[src/rtl/regwin_pkg.sv]
package regwin_pkg;

    localparam int unsigned WORD_BYTES = 8;
    localparam int unsigned SLOT_BYTES = 16;

    typedef enum logic [1:0] {
        ST_IDLE  = 2'd0,
        ST_RUN   = 2'd1,
        ST_DRAIN = 2'd2
    } xfer_state_e;

    typedef struct packed {
        logic fill;
        logic wide;
        logic legacy;
    } xfer_mode_t;

endpackage

[src/rtl/regwin_seq.sv]
// Word walker: holds the current word index within the frame and maps it to
// a register number and half for either layout.
module regwin_seq
    import regwin_pkg::*;
#(
    parameter int CNT_W = 7,
    parameter int RA_W  = 6,
    parameter int WC_W  = CNT_W + 1
) (
    input  logic             clk,
    input  logic             rst,
    input  logic             load,
    input  logic             adv,
    input  xfer_mode_t       mode_in,
    input  logic [CNT_W-1:0] cnt,
    output logic [RA_W-1:0]  reg_sel,
    output logic             hi_sel,
    output logic [WC_W-1:0]  word_idx,
    output logic             last
);

    xfer_mode_t      mode_q;
    logic [WC_W-1:0] w_q, rem_q;
    logic [WC_W-1:0] n2, first_w, n_acc, stride, step_w;

    assign n2 = {cnt, 1'b0};

    // starting word and number of accesses for a new request
    always_comb begin
        if (!mode_in.fill)
            first_w = '0;
        else if (mode_in.wide)
            first_w = n2 - WC_W'(1);
        else if (mode_in.legacy)
            first_w = n2 - WC_W'(3);
        else
            first_w = n2 - WC_W'(2);
        n_acc = mode_in.wide ? n2 : WC_W'(cnt);
    end

    // distance to the next word, skipping high halves when narrow
    always_comb begin
        if (mode_q.wide)
            stride = WC_W'(1);
        else if (!mode_q.legacy)
            stride = WC_W'(2);
        else if (mode_q.fill)
            stride = w_q[0] ? WC_W'(1) : WC_W'(3);
        else
            stride = w_q[0] ? WC_W'(3) : WC_W'(1);
        step_w = mode_q.fill ? (w_q - stride) : (w_q + stride);
    end

    always_ff @(posedge clk) begin
        if (rst) begin
            w_q    <= '0;
            rem_q  <= '0;
            mode_q <= '0;
        end else if (load) begin
            w_q    <= first_w;
            rem_q  <= n_acc;
            mode_q <= mode_in;
        end else if (adv) begin
            w_q    <= step_w;
            rem_q  <= rem_q - WC_W'(1);
        end
    end

    assign reg_sel  = mode_q.legacy ? {w_q[RA_W:2], w_q[0]} : w_q[RA_W:1];
    assign hi_sel   = mode_q.legacy ? w_q[1] : w_q[0];
    assign word_idx = w_q;
    assign last     = (rem_q == WC_W'(1));

endmodule

[src/rtl/regwin_guard.sv]
// Request screening: count legality and stack room, computed wide enough
// that no sum wraps.
module regwin_guard #(
    parameter int NREG  = 64,
    parameter int IDX_W = 20,
    parameter int CNT_W = 7
) (
    input  logic             fill,
    input  logic             legacy,
    input  logic [CNT_W-1:0] cnt,
    input  logic [IDX_W-1:0] idx,
    input  logic [IDX_W-1:0] size,
    output logic             arg_bad,
    output logic             room_bad,
    output logic [IDX_W-1:0] frame_bytes
);

    localparam int SUM_W = IDX_W + CNT_W + 5;

    logic [SUM_W-1:0] frame_w, idx_w, size_w;

    assign frame_w = SUM_W'({cnt, 4'b0000});
    assign idx_w   = SUM_W'(idx);
    assign size_w  = SUM_W'(size);

    assign arg_bad     = (legacy && cnt[0]) || (cnt > CNT_W'(NREG));
    assign room_bad    = fill ? (idx_w < frame_w) : ((idx_w + frame_w) > size_w);
    assign frame_bytes = IDX_W'(frame_w);

endmodule

[src/rtl/regwin_wb.sv]
// Fill write-back stage: remembers which register half a read belongs to and
// writes the returned word one cycle later.
module regwin_wb #(
    parameter int RA_W = 6
) (
    input  logic            clk,
    input  logic            rst,
    input  logic            cap,
    input  logic [RA_W-1:0] cap_reg,
    input  logic            cap_hi,
    input  logic [63:0]     mem_rdata,
    input  logic [7:0]      tag_rdata,
    output logic [RA_W-1:0] rf_waddr,
    output logic            rf_we_lo,
    output logic            rf_we_hi,
    output logic [63:0]     rf_wdata,
    output logic [7:0]      rf_wtag
);

    logic            pend_v, pend_hi;
    logic [RA_W-1:0] pend_reg;

    always_ff @(posedge clk) begin
        if (rst) begin
            pend_v   <= 1'b0;
            pend_hi  <= 1'b0;
            pend_reg <= '0;
        end else begin
            pend_v   <= cap;
            pend_hi  <= cap_hi;
            pend_reg <= cap_reg;
        end
    end

    assign rf_waddr = pend_reg;
    assign rf_we_lo = pend_v && !pend_hi;
    assign rf_we_hi = pend_v && pend_hi;
    assign rf_wdata = mem_rdata;
    assign rf_wtag  = tag_rdata;

endmodule

[src/rtl/regwin_xfer.sv]
module regwin_xfer
    import regwin_pkg::*;
#(
    parameter  int NREG   = 64,
    parameter  int IDX_W  = 20,
    parameter  int ADDR_W = 32,
    localparam int RA_W   = $clog2(NREG),
    localparam int CNT_W  = RA_W + 1
) (
    input  logic              clk,
    input  logic              rst,
    input  logic              req_start,
    input  logic              req_fill,
    input  logic [CNT_W-1:0]  req_cnt,
    input  logic              req_wide,
    input  logic              legacy_layout,
    input  logic [ADDR_W-1:0] stk_base,
    input  logic [ADDR_W-1:0] tag_base,
    input  logic [IDX_W-1:0]  stk_size,
    output logic [IDX_W-1:0]  stk_index,
    output logic              busy,
    output logic              done,
    output logic              bounds_err,
    output logic              arg_err,
    output logic              mem_en,
    output logic              mem_we,
    output logic [ADDR_W-1:0] mem_addr,
    output logic [63:0]       mem_wdata,
    input  logic [63:0]       mem_rdata,
    output logic              tag_we,
    output logic [ADDR_W-1:0] tag_addr,
    output logic [7:0]        tag_wdata,
    input  logic [7:0]        tag_rdata,
    output logic [RA_W-1:0]   rf_raddr,
    input  logic [63:0]       rf_rdata_lo,
    input  logic [63:0]       rf_rdata_hi,
    input  logic [7:0]        rf_rtag,
    output logic [RA_W-1:0]   rf_waddr,
    output logic              rf_we_lo,
    output logic              rf_we_hi,
    output logic [63:0]       rf_wdata,
    output logic [7:0]        rf_wtag
);

    localparam int WC_W = CNT_W + 1;

    xfer_state_e      st_q;
    logic             fill_q;
    logic [IDX_W-1:0] idx_q, base_q, fin_q;
    logic             done_q, berr_q, aerr_q;

    logic             arg_bad, room_bad;
    logic [IDX_W-1:0] frame;
    xfer_mode_t       mode_in;
    logic             accept, issue;
    logic [RA_W-1:0]  seq_reg;
    logic             seq_hi, seq_last;
    logic [WC_W-1:0]  seq_word;
    logic [IDX_W-1:0] off;

    assign mode_in = '{fill: req_fill, wide: req_wide, legacy: legacy_layout};

    regwin_guard #(.NREG(NREG), .IDX_W(IDX_W), .CNT_W(CNT_W)) u_guard (
        .fill        (req_fill),
        .legacy      (legacy_layout),
        .cnt         (req_cnt),
        .idx         (idx_q),
        .size        (stk_size),
        .arg_bad     (arg_bad),
        .room_bad    (room_bad),
        .frame_bytes (frame)
    );

    assign accept = (st_q == ST_IDLE) && req_start && !arg_bad && !room_bad
                    && (req_cnt != '0);
    assign issue  = (st_q == ST_RUN);

    regwin_seq #(.CNT_W(CNT_W), .RA_W(RA_W), .WC_W(WC_W)) u_seq (
        .clk      (clk),
        .rst      (rst),
        .load     (accept),
        .adv      (issue),
        .mode_in  (mode_in),
        .cnt      (req_cnt),
        .reg_sel  (seq_reg),
        .hi_sel   (seq_hi),
        .word_idx (seq_word),
        .last     (seq_last)
    );

    regwin_wb #(.RA_W(RA_W)) u_wb (
        .clk       (clk),
        .rst       (rst),
        .cap       (issue && fill_q),
        .cap_reg   (seq_reg),
        .cap_hi    (seq_hi),
        .mem_rdata (mem_rdata),
        .tag_rdata (tag_rdata),
        .rf_waddr  (rf_waddr),
        .rf_we_lo  (rf_we_lo),
        .rf_we_hi  (rf_we_hi),
        .rf_wdata  (rf_wdata),
        .rf_wtag   (rf_wtag)
    );

    // byte offset of the current word from stack index 0
    assign off = base_q + IDX_W'({seq_word, 3'b000});

    assign mem_en    = issue;
    assign mem_we    = issue && !fill_q;
    assign mem_addr  = stk_base + ADDR_W'(off);
    assign mem_wdata = seq_hi ? rf_rdata_hi : rf_rdata_lo;
    assign tag_we    = issue && !fill_q;
    assign tag_addr  = tag_base + ADDR_W'(off >> 3);
    assign tag_wdata = seq_hi ? 8'h00 : rf_rtag;
    assign rf_raddr  = seq_reg;

    always_ff @(posedge clk) begin
        if (rst) begin
            st_q   <= ST_IDLE;
            fill_q <= 1'b0;
            idx_q  <= '0;
            base_q <= '0;
            fin_q  <= '0;
            done_q <= 1'b0;
            berr_q <= 1'b0;
            aerr_q <= 1'b0;
        end else begin
            done_q <= 1'b0;
            berr_q <= 1'b0;
            aerr_q <= 1'b0;
            case (st_q)
                ST_IDLE: begin
                    if (req_start) begin
                        if (arg_bad) begin
                            aerr_q <= 1'b1;
                            done_q <= 1'b1;
                        end else if (room_bad) begin
                            berr_q <= 1'b1;
                            done_q <= 1'b1;
                        end else if (req_cnt == '0) begin
                            done_q <= 1'b1;
                        end else begin
                            st_q   <= ST_RUN;
                            fill_q <= req_fill;
                            base_q <= req_fill ? (idx_q - frame) : idx_q;
                            fin_q  <= req_fill ? (idx_q - frame) : (idx_q + frame);
                        end
                    end
                end
                ST_RUN: begin
                    if (seq_last) begin
                        if (fill_q) begin
                            st_q <= ST_DRAIN;
                        end else begin
                            st_q   <= ST_IDLE;
                            idx_q  <= fin_q;
                            done_q <= 1'b1;
                        end
                    end
                end
                ST_DRAIN: begin
                    st_q   <= ST_IDLE;
                    idx_q  <= fin_q;
                    done_q <= 1'b1;
                end
                default: st_q <= ST_IDLE;
            endcase
        end
    end

    assign stk_index  = idx_q;
    assign busy       = (st_q != ST_IDLE);
    assign done       = done_q;
    assign bounds_err = berr_q;
    assign arg_err    = aerr_q;

endmodule

[config.mk]
export PLATFORM = sky130hd
export DESIGN_NAME = regwin_xfer
export DESIGN_NICKNAME = d
export VERILOG_FILES = /design/src/rtl/regwin_pkg.sv /design/src/rtl/regwin_seq.sv /design/src/rtl/regwin_guard.sv /design/src/rtl/regwin_wb.sv /design/src/rtl/regwin_xfer.sv
export SDC_FILE = /design/constraint.sdc
export NUM_CORES = 1
export LEC_CHECK = 0
export ABC_AREA = 1
export BUFFER_PORTS_ARGS = -buffer_cell sky130_fd_sc_hd__buf_2
export CAP_MARGIN = 0
export CORE_MARGIN = 5
export CORE_UTILIZATION = 30
export CTS_CLUSTER_SIZE = 20
export DETAILED_ROUTE_END_ITERATION = 12
export PLACE_DENSITY = 0.52
export SLEW_MARGIN = 15
export SYNTH_ARGS = -nofsm -noshare
export SYNTH_HDL_FRONTEND = slang
export SYNTH_HIERARCHICAL = 1
export SYNTH_SLANG_ARGS = --single-unit
[constraint.sdc]
create_clock -name clk -period 6.2 [get_ports clk]
set_clock_uncertainty 0.05 [all_clocks]
set_input_delay 0.93 -clock clk [delete_from_list [all_inputs] [get_ports clk]]
set_output_delay 0.93 -clock clk [all_outputs]
set_load 0.01 [all_outputs]
==> Word-level counts from Yosys, hierarchy flattened <==
Index checks and enable logic that the tools add are counted.
{ "op_classes": {"addsub": 12, "mul": 0, "n_div": 0, "magnitude_cmp": 3, "n_eq_ne": 9, "shift": 0, "n_mux": 40, "bitwise": 5, "n_reduce_logical": 25} }
{ "ops": {"columns": ["cell", "count"], "rows": [
  ["$mux 8", 13],
  ["$mux 20", 4],
  ["$mux 64", 1],
  ["$add 20x11->20", 2],
  ["$pmux 20 s2", 1],
  ["$add 32x17->32", 1],
  ["$add 32x20->32", 1],
  ["$gt 32x20->1", 1],
  ["$add 20x11->21", 1],
  ["$lt 20x11->1", 1],
  ["$sub 20x11->20", 1],
  ["$mux 2", 8],
  ["$sub 8x1->8 const B", 2],
  ["$sub 8x2->8 const B", 2],
  ["$mux 1", 11],
  ["$ne 2x2->1 const B", 5],
  ["$reduce_and 5->1", 2],
  ["$logic_and 1x1->1", 9],
  ["$add 8x8->8", 1],
  ["$eq 8x1->1 const B", 1],
  ["$sub 8x8->8", 1],
  ["$gt 7x7->1 const B", 1],
  ["$logic_not 7->1", 1],
  ["$reduce_bool 7->1", 1],
  ["other kinds (13)", 22]
]} }
{ "word_totals": {"ff_bits": 93, "latch_bits": 0, "ramBits": 0, "rom_bits": 0, "input_bits": 305, "output_inout_bits": 249, "wordCells": 110, "n_memories": 0} }

==> Depth between registers and ports, before layout <==
Gate-level depths: netlist of the first run.
{ "depth": {"word_depth": 8, "mapped_depth": 32, "depth_no_buf": 29} }

==> Hierarchy <==
The synthesis of the first run kept the hierarchy.
{ "modules_own_cells": {"columns": ["module", "n_inst", "cells_per_inst", "area_per_inst_um2", "seq_area_each_um2"], "rows": [
  ["regwin_xfer", 1, 1506, 9147.5, 1321.3],
  ["regwin_seq", 1, 266, 1720.4, 380.4],
  ["regwin_guard", 1, 243, 1514.0, 0.0],
  ["regwin_wb", 1, 101, 787.0, 160.2]
]} }

==> Worst setup path before layout of the first run <==
OpenSTA, ideal clock, no wires.
{ "synth_path": {"path_kind": "input to register", "start": "input port req_cnt[0]", "end": "register u_seq.w_q[7] (netlist: u_seq/word_idx[7])", "setup_time_ps": 117, "t_arrival_ps": 4364, "required_ps": 6033, "slack_ps": 1669, "path_stages": 32, "path_buffers": 4, "cell_sequence": "ha_1 > inv_1 > fa_1 > nor2_1 > nand2_1 > nand2_1 > nand2_2 > a21oi_1 > xor2_1 > ha_1 > nand2_1 > inv_1 > o21bai_1 > nand2_1 > nand2_1 > nand2_1 > a21oi_1 > nand2_1 > nand2_1 > nand2_1 > nor3_2 > nand2_2 > inv_2 > buf_6 > buf_4 > buf_4 > nor2_8 > inv_2 > buf_4 > nand2_1 > nor2_1 > nor2_1"} }
{ "synth_via": {"elab_chain_cells": 7, "word_cells_on_any_way": 21, "classes_between": "4 x add/sub; 3 x order compare; 5 x mux; 9 x reduce/logical"} }
{ "synth_lines": {"columns": ["element", "line_no", "rtl"], "rows": [
  ["start: declaration", "regwin_xfer.sv:14", "input logic [CNT_W-1:0] req_cnt,"],
  ["$add 20x11->21", "regwin_guard.sv:27", "assign room_bad = fill ? (idx_w < frame_w) : ((idx_w + frame_w) > size_w);"],
  ["$gt 32x20->1", "regwin_guard.sv:27", null],
  ["$mux 1 *", "regwin_guard.sv:27", null],
  ["named net room_bad", "regwin_xfer.sv:52", "logic arg_bad, room_bad;"],
  ["$logic_not 1->1 *", "regwin_xfer.sv:74", "assign accept = (st_q == ST_IDLE) && req_start && !arg_bad && !room_bad"],
  ["$logic_and 1x1->1 *", "regwin_xfer.sv:74", null],
  ["$logic_and 1x1->1 *", "regwin_xfer.sv:75", "&& (req_cnt != '0);"],
  ["named net accept", "regwin_xfer.sv:55", "logic accept, issue;"],
  ["$mux 8 / $reduce_bool 2->1 (equally long branches)", null, null],
  ["end signal: assignment", "regwin_seq.sv:60", "w_q <= first_w;"],
  ["end signal: assignment", "regwin_seq.sv:64", "w_q <= step_w;"],
  ["end: declaration", "regwin_seq.sv:23", "logic [WC_W-1:0] w_q, rem_q;"]
]} }
Mark *: on every way through the listed nets, which the timed path passes. The rest lies on a longest branch.
A chain may end at the register's enable or synchronous reset.

==> Worst setup path in the final report of the first run <==
{ "layout_path": {"start": "register u_seq.w_q[0] (netlist: u_seq/word_idx[0])", "end": "output port tag_addr[22]"} }
{ "layout_via": {"elab_chain_cells": 2} }
{ "layout_lines": {"columns": ["element", "line_no", "rtl"], "rows": [
  ["$add 20x11->20", "regwin_xfer.sv:107", "assign off = base_q + IDX_W'({seq_word, 3'b000});"],
  ["$add 32x17->32", "regwin_xfer.sv:114", "assign tag_addr = tag_base + ADDR_W'(off >> 3);"],
  ["end: declaration", "regwin_xfer.sv:31", "output logic [ADDR_W-1:0] tag_addr,"]
]} }
Every way passes these cells.

==> impl_results.md, run 1 <==
* Status: finished clean
* Max Buffers Root-to-Sink at 2
* Initial Util at 0.304
* RR Startpoint: stk_index[4]$_SDFFE_PP0P_
* Hold depth at 2
* I/O pin total at 554
* Hold Crit Class: reg -> reg
* Largest net degree at the start of global routing at 74
* Inserted Clock Buffers at 9
* Worst endpoint data arrival time at 4.34 ns
* CTS Sinks at 93
* Min-Delay Endpoint: fin_q[1]$_SDFFE_PP0P_
* # hold bufs at CTS at 0
* Critical Path Source Type: flip-flop
* Synth top area cells: dfxtp_1 (14%), nand2_1 (13%), ha_1 (13%)
* Die Area at 48,200 µm²
* Slowest library cell on the worst path: xnor2_1
* Detail Placement HPWL at about 50,000 µm
* TritonRoute pass-1 iters at 5
* Complex-gate fraction of the synthesized area at 0.155
* CTS tree: built
* CP most frequent cell: nand3_1
* DIE WIDTH at 220 µm
* DRT Wirelength at 59,000 µm
* Layout area overhead at 17.2%
* Maxcap violations at 0
* Number of remaining DRC errors at 0
* DR vias/cell at slightly below 5
* Initial antenna violation count at 16
* Core area at 43,300 µm²
* # nets final at 2,858
* Distinct cells, synth at 56
* Static Leakage at ~0.0084 µW
* R2r setup slk at 1.62 ns
* Final hold viol count at 0
* Pwr Density at 164 nW/µm²
* RSZ-0062 raised after global routing: no
* Syn_area_per_cell at 6.22 µm²
* Slew Limit Headroom at 0.335
* Highest clock rate at 0.188 GHz
* CTS resizes at 0
* Routed Antenna Nets at 0
* Port Buf Inserts at 409
* Clock latency on the worst-skew pair at roughly 0.37 ns
* RePlAce Congestion at 0.925
* Simple-gate portion of the synthesized area at 0.293
* Finished Core Util at 0.357
* Hold Path Origin: fin_q[1]$_SDFFE_PP0P_
* Largest family of logic cells by synthesized area: simple AND/OR/NAND/NOR gates
* Cell Area, Synth at 13,200 µm²
* CTS H-tree lvls at 3
* Worst-path clk slew at 0.08 ns
* Crit path max fanout at 6
* Fill count at 4,832
* Global-route wire length before repair at 83,500 µm
* Drt wl/cell at between 15 and 20 µm
* Core Rows at 76
* Final Setup Violations at 0
* Final worst-path cycle share at 0.858
* Synth Area in Adders at 0.136
* Req. time, crit path at 5.22 ns
* R2R depth at 26
* TNS Setup at 0 ns
* Post-CTS Setup Bufs at 0
* Layout cells sized above 1 at 0.234
* Synth Register Bits at 93
* Total of warnings raised by yosys at 6
* Crit path kind: reg -> out
* Pins Over Slew Limit at 0
* Post-synth top area share at 0.141
* Post-synthesis mux area share at 0.0547
* Cells along the critical path: ha_1 -> inv_1 -> fa_1 -> o21bai_1 -> nand3_1 -> nand2_1 -> nand3_1 -> xnor2_1 -> ha_1 -> nand2_1 -> nor2_1 -> inv_1 -> nor4_2 -> nand4_1 -> nand3_1 -> xor2_1 -> buf_2
* Post-synthesis sequential area ratio at 0.141
* Overflow after GRT at 0
* Area leader, netlist: dfxtp_1
* DP Area at 15,100 µm²
* Vias in the first global route at 13,737
* Die Y at ~220 µm
* DR vias at ~15,000
* Synth Instances at 2,116
* Design area at roughly 15,000 µm²
* Delay of the slowest critical-path stage at 0.44 ns
* Initial DRC Count at around 1,200
* Post-synthesis xor/xnor area fraction at 0.0539
* Post-route minimum period at 5.32 ns
* RR Endpoint: u_seq/rem_q[4]$_SDFFE_PP0P_
* Total GRT Usage at 0.228
* CP Capture Type: primary output
* Slew @ Worst Pin at roughly 1 ns
* Root cell of the clock tree: clkbuf_16
* Worst vdd ir at 103 µV
==> critical path: cells and delay by family, from the launching register on <==
| kind | cells | cell delay [ns] |
|---|---|---|
| AND/OR/NAND/NOR | 8 | 1.13 |
| adder cells (fa/ha/maj) | 3 | 0.91 |
| XOR/XNOR | 2 | 0.88 |
| flip-flops | 1 | 0.43 |
| buffers and inverters | 3 | 0.39 |
| AO/OA/AOI/OAI | 1 | 0.24 |
==> flip-flops by register name, indices dropped and copies added (netlist names) <==
name and cells:
u_seq/word_idx 8, st_q 2, u_seq/mode_q 3, arg_err 1, u_wb/rf_waddr 6, base_q 20, stk_index 20, u_wb/pend_v 1
fill_q 1, fin_q 20, u_wb/pend_hi 1, bounds_err 1, done 1, u_seq/rem_q 8
==> synth_stat cells, drive strengths merged <==
master,count
clkinv,2
o31ai,1
a21o,15
dfxtp,93
o21bai,8
a31o,1
xor2,57
o221a,1
nand4,25
a22oi,2
conb,1
buf,132
nor3,28
mux2,64
o21ai,141
clkbuf,15
and2,3
nand3b,8
or2,6
o211ai,6
nand2,458
o311ai,1
nor2,246
fa,7
a21boi,2
nand3,121
nor4,9
nor3b,1
a21oi,173
inv,315
a221oi,6
ha,132
a31oi,10
a211oi,2
xnor2,24
==> power by group <==
group / internal [µW] / switching [µW]
Combinational: 463 / 785
Clock: 320 / 286
Sequential: 634 / 45.0
==> placed cells by master (no fill, tap or decap), types with 7 or more instances in the layout <==
cell type and n:
nand2_1 446, buf_2 409, inv_1 299, nor2_1 240, a21oi_1 171, ha_1 132, o21ai_0 127, nand3_1 117
dfxtp_1 93, mux2_2 64, xor2_1 57, nor3_1 25, nand4_1 25, xnor2_1 24, inv_2 15, a21o_1 15
conb_1 13, buf_4 12, nand2_2 10, a31oi_1 10, clkbuf_16 9, nand3b_1 8, diode_2 7, o21ai_1 7
o21bai_1 7, nor4_1 7, fa_1 7
==> cell type report <==
cell class                 count  area [µm²]  share of cell area
multi-input combinational   1571        9170               0.594
clock inverter                 7        81.3             0.00527
tap                          585         732              0.0474
inverter                     317        1190              0.0772
sequential                    93        1860               0.121
antenna                        7        17.5             0.00113
clock buffer                   9         225              0.0146
timing repair buffer         422        2160               0.140
==> metrics by stage <==
stage	power, µW	hold WS, ns	setup slack [ns]	std cells
CTS	2540	0.441	0.887	3004
floorplan	1480	0.392	1.67	2128
global placement	1920	0.405	1.05	2988
finish	2530	0.440	0.879	3011
detailed placement	1920	0.420	0.978	2988
global route	2690	0.467	0.628	3006
==> metal layers <==
metal,wire (µm),GRT usage
met1,27200,0.326
met2,23700,0.322
met3,7070,0.0894
met4,1060,0.0484
met5,48,0
==> worst max-delay path by stage <==
| stage | from | to | slack [ns] |
|---|---|---|---|
| floorplan | req_cnt[0] | u_seq/word_idx[7]$_SDFFE_PP0P_ | 1.67 |
| finish | u_seq/word_idx[0]$_SDFFE_PP0P_ | tag_addr[22] | 0.88 |
| global placement | req_cnt[0] | u_seq/rem_q[4]$_SDFFE_PP0P_ | 1.05 |
| CTS | u_seq/word_idx[0]$_SDFFE_PP0P_ | tag_addr[22] | 0.89 |
| detailed placement | req_cnt[0] | u_seq/rem_q[4]$_SDFFE_PP0P_ | 0.98 |
| global route | u_seq/word_idx[0]$_SDFFE_PP0P_ | tag_addr[23] | 0.63 |
==> kinds of logic (layout without fill, tap and decap cells) <==
kind of cell / after synthesis / in the layout
simple gates: 905 / 905
fa+ha+maj: 139 / 139
compound gates: 369 / 369
other cells: 1 / 20
buf+inv: 464 / 755
mux: 64 / 64
flops: 93 / 93
xor+xnor: 81 / 81
Power figures use the tool's default switching activity.
==> inputs of run 2 (changes only) <==
--- a/config.mk
+++ b/config.mk
@@ -13,6 +13,7 @@
 export CTS_CLUSTER_SIZE = 20
 export DETAILED_ROUTE_END_ITERATION = 12
 export PLACE_DENSITY = 0.52
+export RECOVER_POWER = 25
 export SLEW_MARGIN = 15
 export SYNTH_ARGS = -nofsm -noshare
 export SYNTH_HDL_FRONTEND = slang
==> impl_results.md, run 2 (synthesis gave the netlist of run 1 again) <==
* Status: complete, but fails checks (was finished clean)
* Failing checks: max-capacitance violations, max-slew violations
* Clock latency on the worst-skew pair at 0.37 ns (about the same)
* Die Y at 220 µm (unchanged)
* DR vias/cell at 4.86 (about the same)
* Highest clock rate at 0.188 GHz (about the same)
* Layout cells sized above 1 at 0.230 (was 0.234)
* Core Rows at 76 (unchanged)
* Port Buf Inserts at 409 (unchanged)
* Req. time, crit path at 5.22 ns (about the same)
* CP Capture Type: primary output (unchanged)
* CP most frequent cell: nand3_1 (unchanged)
* TNS Setup at 0 ns (unchanged)
* Initial Util at 0.304 (unchanged)
* Slew @ Worst Pin at 2.04 ns (was 0.992 ns)
* R2r setup slk at 1.59 ns (was 1.62 ns)
* Post-CTS Setup Bufs at 0 (unchanged)
* # nets final at 2,858 (unchanged)
* Crit. Startpoint: u_seq/word_idx[0]$_SDFFE_PP0P_ (unchanged)
* Met2 WL post-DR at 23,700 µm (about the same)
* Met3 wire length at 7050 µm (was 7070 µm)
* Routed Antenna Nets at 0 (unchanged)
* Final hold viol count at 0 (unchanged)
* Worst vdd ir at 103 µV (about the same)
* RR Endpoint: u_seq/rem_q[4]$_SDFFE_PP0P_ (unchanged)
* Total GRT Usage at 0.228 (unchanged)
* Slew Limit Headroom at -0.358 (was 0.335)
* RePlAce Congestion at 0.925 (unchanged)
* Crit path kind: reg -> out (unchanged)
* Max Buffers Root-to-Sink at 2 (unchanged)
* Vias in the first global route at 13,737 (unchanged)
* I/O pin total at 554 (unchanged)
* DR vias at 14,647 (was 14,645)
* Slowest library cell on the worst path: dfxtp_1 (was xnor2_1)
* Hold depth at 2 (unchanged)
* Die Area at 48,200 µm² (unchanged)
* Pins Over Slew Limit at 31 (was 0)
* Hold Crit Class: reg -> reg (unchanged)
* # hold bufs at CTS at 0 (unchanged)
* Drt wl/cell at 19.6 µm (about the same)
* Number of remaining DRC errors at 0 (unchanged)
* Crit path max fanout at 6 (unchanged)
* Commonest non-fill, non-tap cells in the layout: nand2_1 (446), buf_2 (401), inv_1 (299), nor2_1 (240), a21oi_1 (171) (was nand2_1 (446), buf_2 (409), inv_1 (299), nor2_1 (240), a21oi_1 (171))
* CTS resizes at 0 (unchanged)
* RSZ-0062 raised after global routing: no (unchanged)
* Worst endpoint data arrival time at 4.35 ns (was 4.34 ns)
* Max layer used: met5 (unchanged)
* Layout area overhead at 17.1% (was 17.2%)
* Worst-path clk slew at 0.08 ns (about the same)
* Fill count at 4,839 (was 4,832)
* Cells along the critical path: ha_1 -> inv_1 -> fa_1 -> o21bai_1 -> nand3_1 -> nand2_1 -> nand3_1 -> xnor2_1 -> ha_1 -> nand2_1 -> nor2_1 -> inv_1 -> nor4_2 -> nand4_1 -> nand3_1 -> xor2_1 -> buf_2 (unchanged)
* Final worst-path cycle share at 0.860 (was 0.858)
* Critical Path Source Type: flip-flop (unchanged)
* DIE WIDTH at 220 µm (unchanged)
* Overflow after GRT at 0 (unchanged)
* Inserted Clock Buffers at 9 (unchanged)
* Core area at 43,300 µm² (unchanged)
* DRT Wirelength at 59,100 µm (was 59,000 µm)
* Setup crit end: tag_addr[22] (unchanged)
* Fin Hold WS at 0.440 ns (about the same)
* CTS tree: built (unchanged)
* R2R depth at 26 (unchanged)
* Pwr Density at 164 nW/µm² (about the same)
* RR Startpoint: stk_index[4]$_SDFFE_PP0P_ (unchanged)
* TritonRoute pass-1 iters at 6 (was 5)
* Static Leakage at 0.00840 µW (was 0.00844 µW)
* Largest net degree at the start of global routing at 74 (unchanged)
* Most common cell after layout, fill and taps aside: nand2_1 (unchanged)
* Detail Placement HPWL at 50,500 µm (unchanged)
* CTS Sinks at 93 (unchanged)
* Met1 WL at 27,200 µm (about the same)
* Initial antenna violation count at 16 (unchanged)
* Root cell of the clock tree: clkbuf_16 (unchanged)
* Delay of the slowest critical-path stage at 0.44 ns (about the same)
* Maxcap violations at 1 (was 0)
* Final Setup Violations at 0 (unchanged)
* CTS H-tree lvls at 3 (unchanged)
* Finished Core Util at 0.357 (about the same)
* Post-route minimum period at 5.33 ns (was 5.32 ns)
* Initial DRC Count at 1,223 (unchanged)
* Global-route wire length before repair at 83,500 µm (unchanged)
==> run 2: cell type report <==
type | instances | area (µm²) | share of cell area
clock inverter | 7 | 81.3 | 0.00527
multi-input combinational | 1571 | 9170 | 0.595
inverter | 317 | 1190 | 0.0773
clock buffer | 9 | 225 | 0.0146
timing repair buffer | 422 | 2140 | 0.139
tap | 585 | 732 | 0.0474
sequential | 93 | 1860 | 0.121
antenna | 7 | 17.5 | 0.00114
==> run 2: report_power, final <==
part           switching (µW)  internal (µW)
clock network             286            320
logic                     785            462
registers                45.2            634
==> run 2: worst min-delay path by stage <==
stage	from	to	slack, ns
finish	fin_q[1]$_SDFFE_PP0P_	fin_q[1]$_SDFFE_PP0P_	0.44
floorplan	fin_q[1]$_SDFFE_PP0P_	fin_q[1]$_SDFFE_PP0P_	0.39
global placement	fin_q[1]$_SDFFE_PP0P_	fin_q[1]$_SDFFE_PP0P_	0.40
detailed placement	fin_q[15]$_SDFFE_PP0P_	stk_index[15]$_SDFFE_PP0P_	0.42
CTS	fin_q[1]$_SDFFE_PP0P_	fin_q[1]$_SDFFE_PP0P_	0.44
global route	fin_q[8]$_SDFFE_PP0P_	stk_index[8]$_SDFFE_PP0P_	0.47
==> run 2: per-layer routing <==
layer	vias to the layer above	track usage
li1	7347	-
met4	8	0.0484
met2	586	0.322
met5	-	0
met1	6654	0.326
met3	52	0.0894
==> run 2: critical path, delay by kind of cell, from the launching register on <==
family                     cells  cell delay (ns)
buffers and inverters          3             0.39
AOI/OAI and AO/OA              1             0.24
DFF                            1             0.44
and+or+nand+nor                8             1.13
xor gates and xnor gates       2             0.88
adders and majority gates      3             0.91
==> run 2: per-stage QoR <==
stage / total power (µW) / area [µm²] / setup WS (ns) / std cells
final: 2530 / 15400 / 0.871 / 3011
after global routing: 2690 / 15400 / 0.628 / 3006
after CTS: 2540 / 15400 / 0.887 / 3004
after detailed placement: 1920 / 15100 / 0.978 / 2988
after global placement: 1920 / 15100 / 1.05 / 2988
after floorplan: 1480 / 13200 / 1.67 / 2128
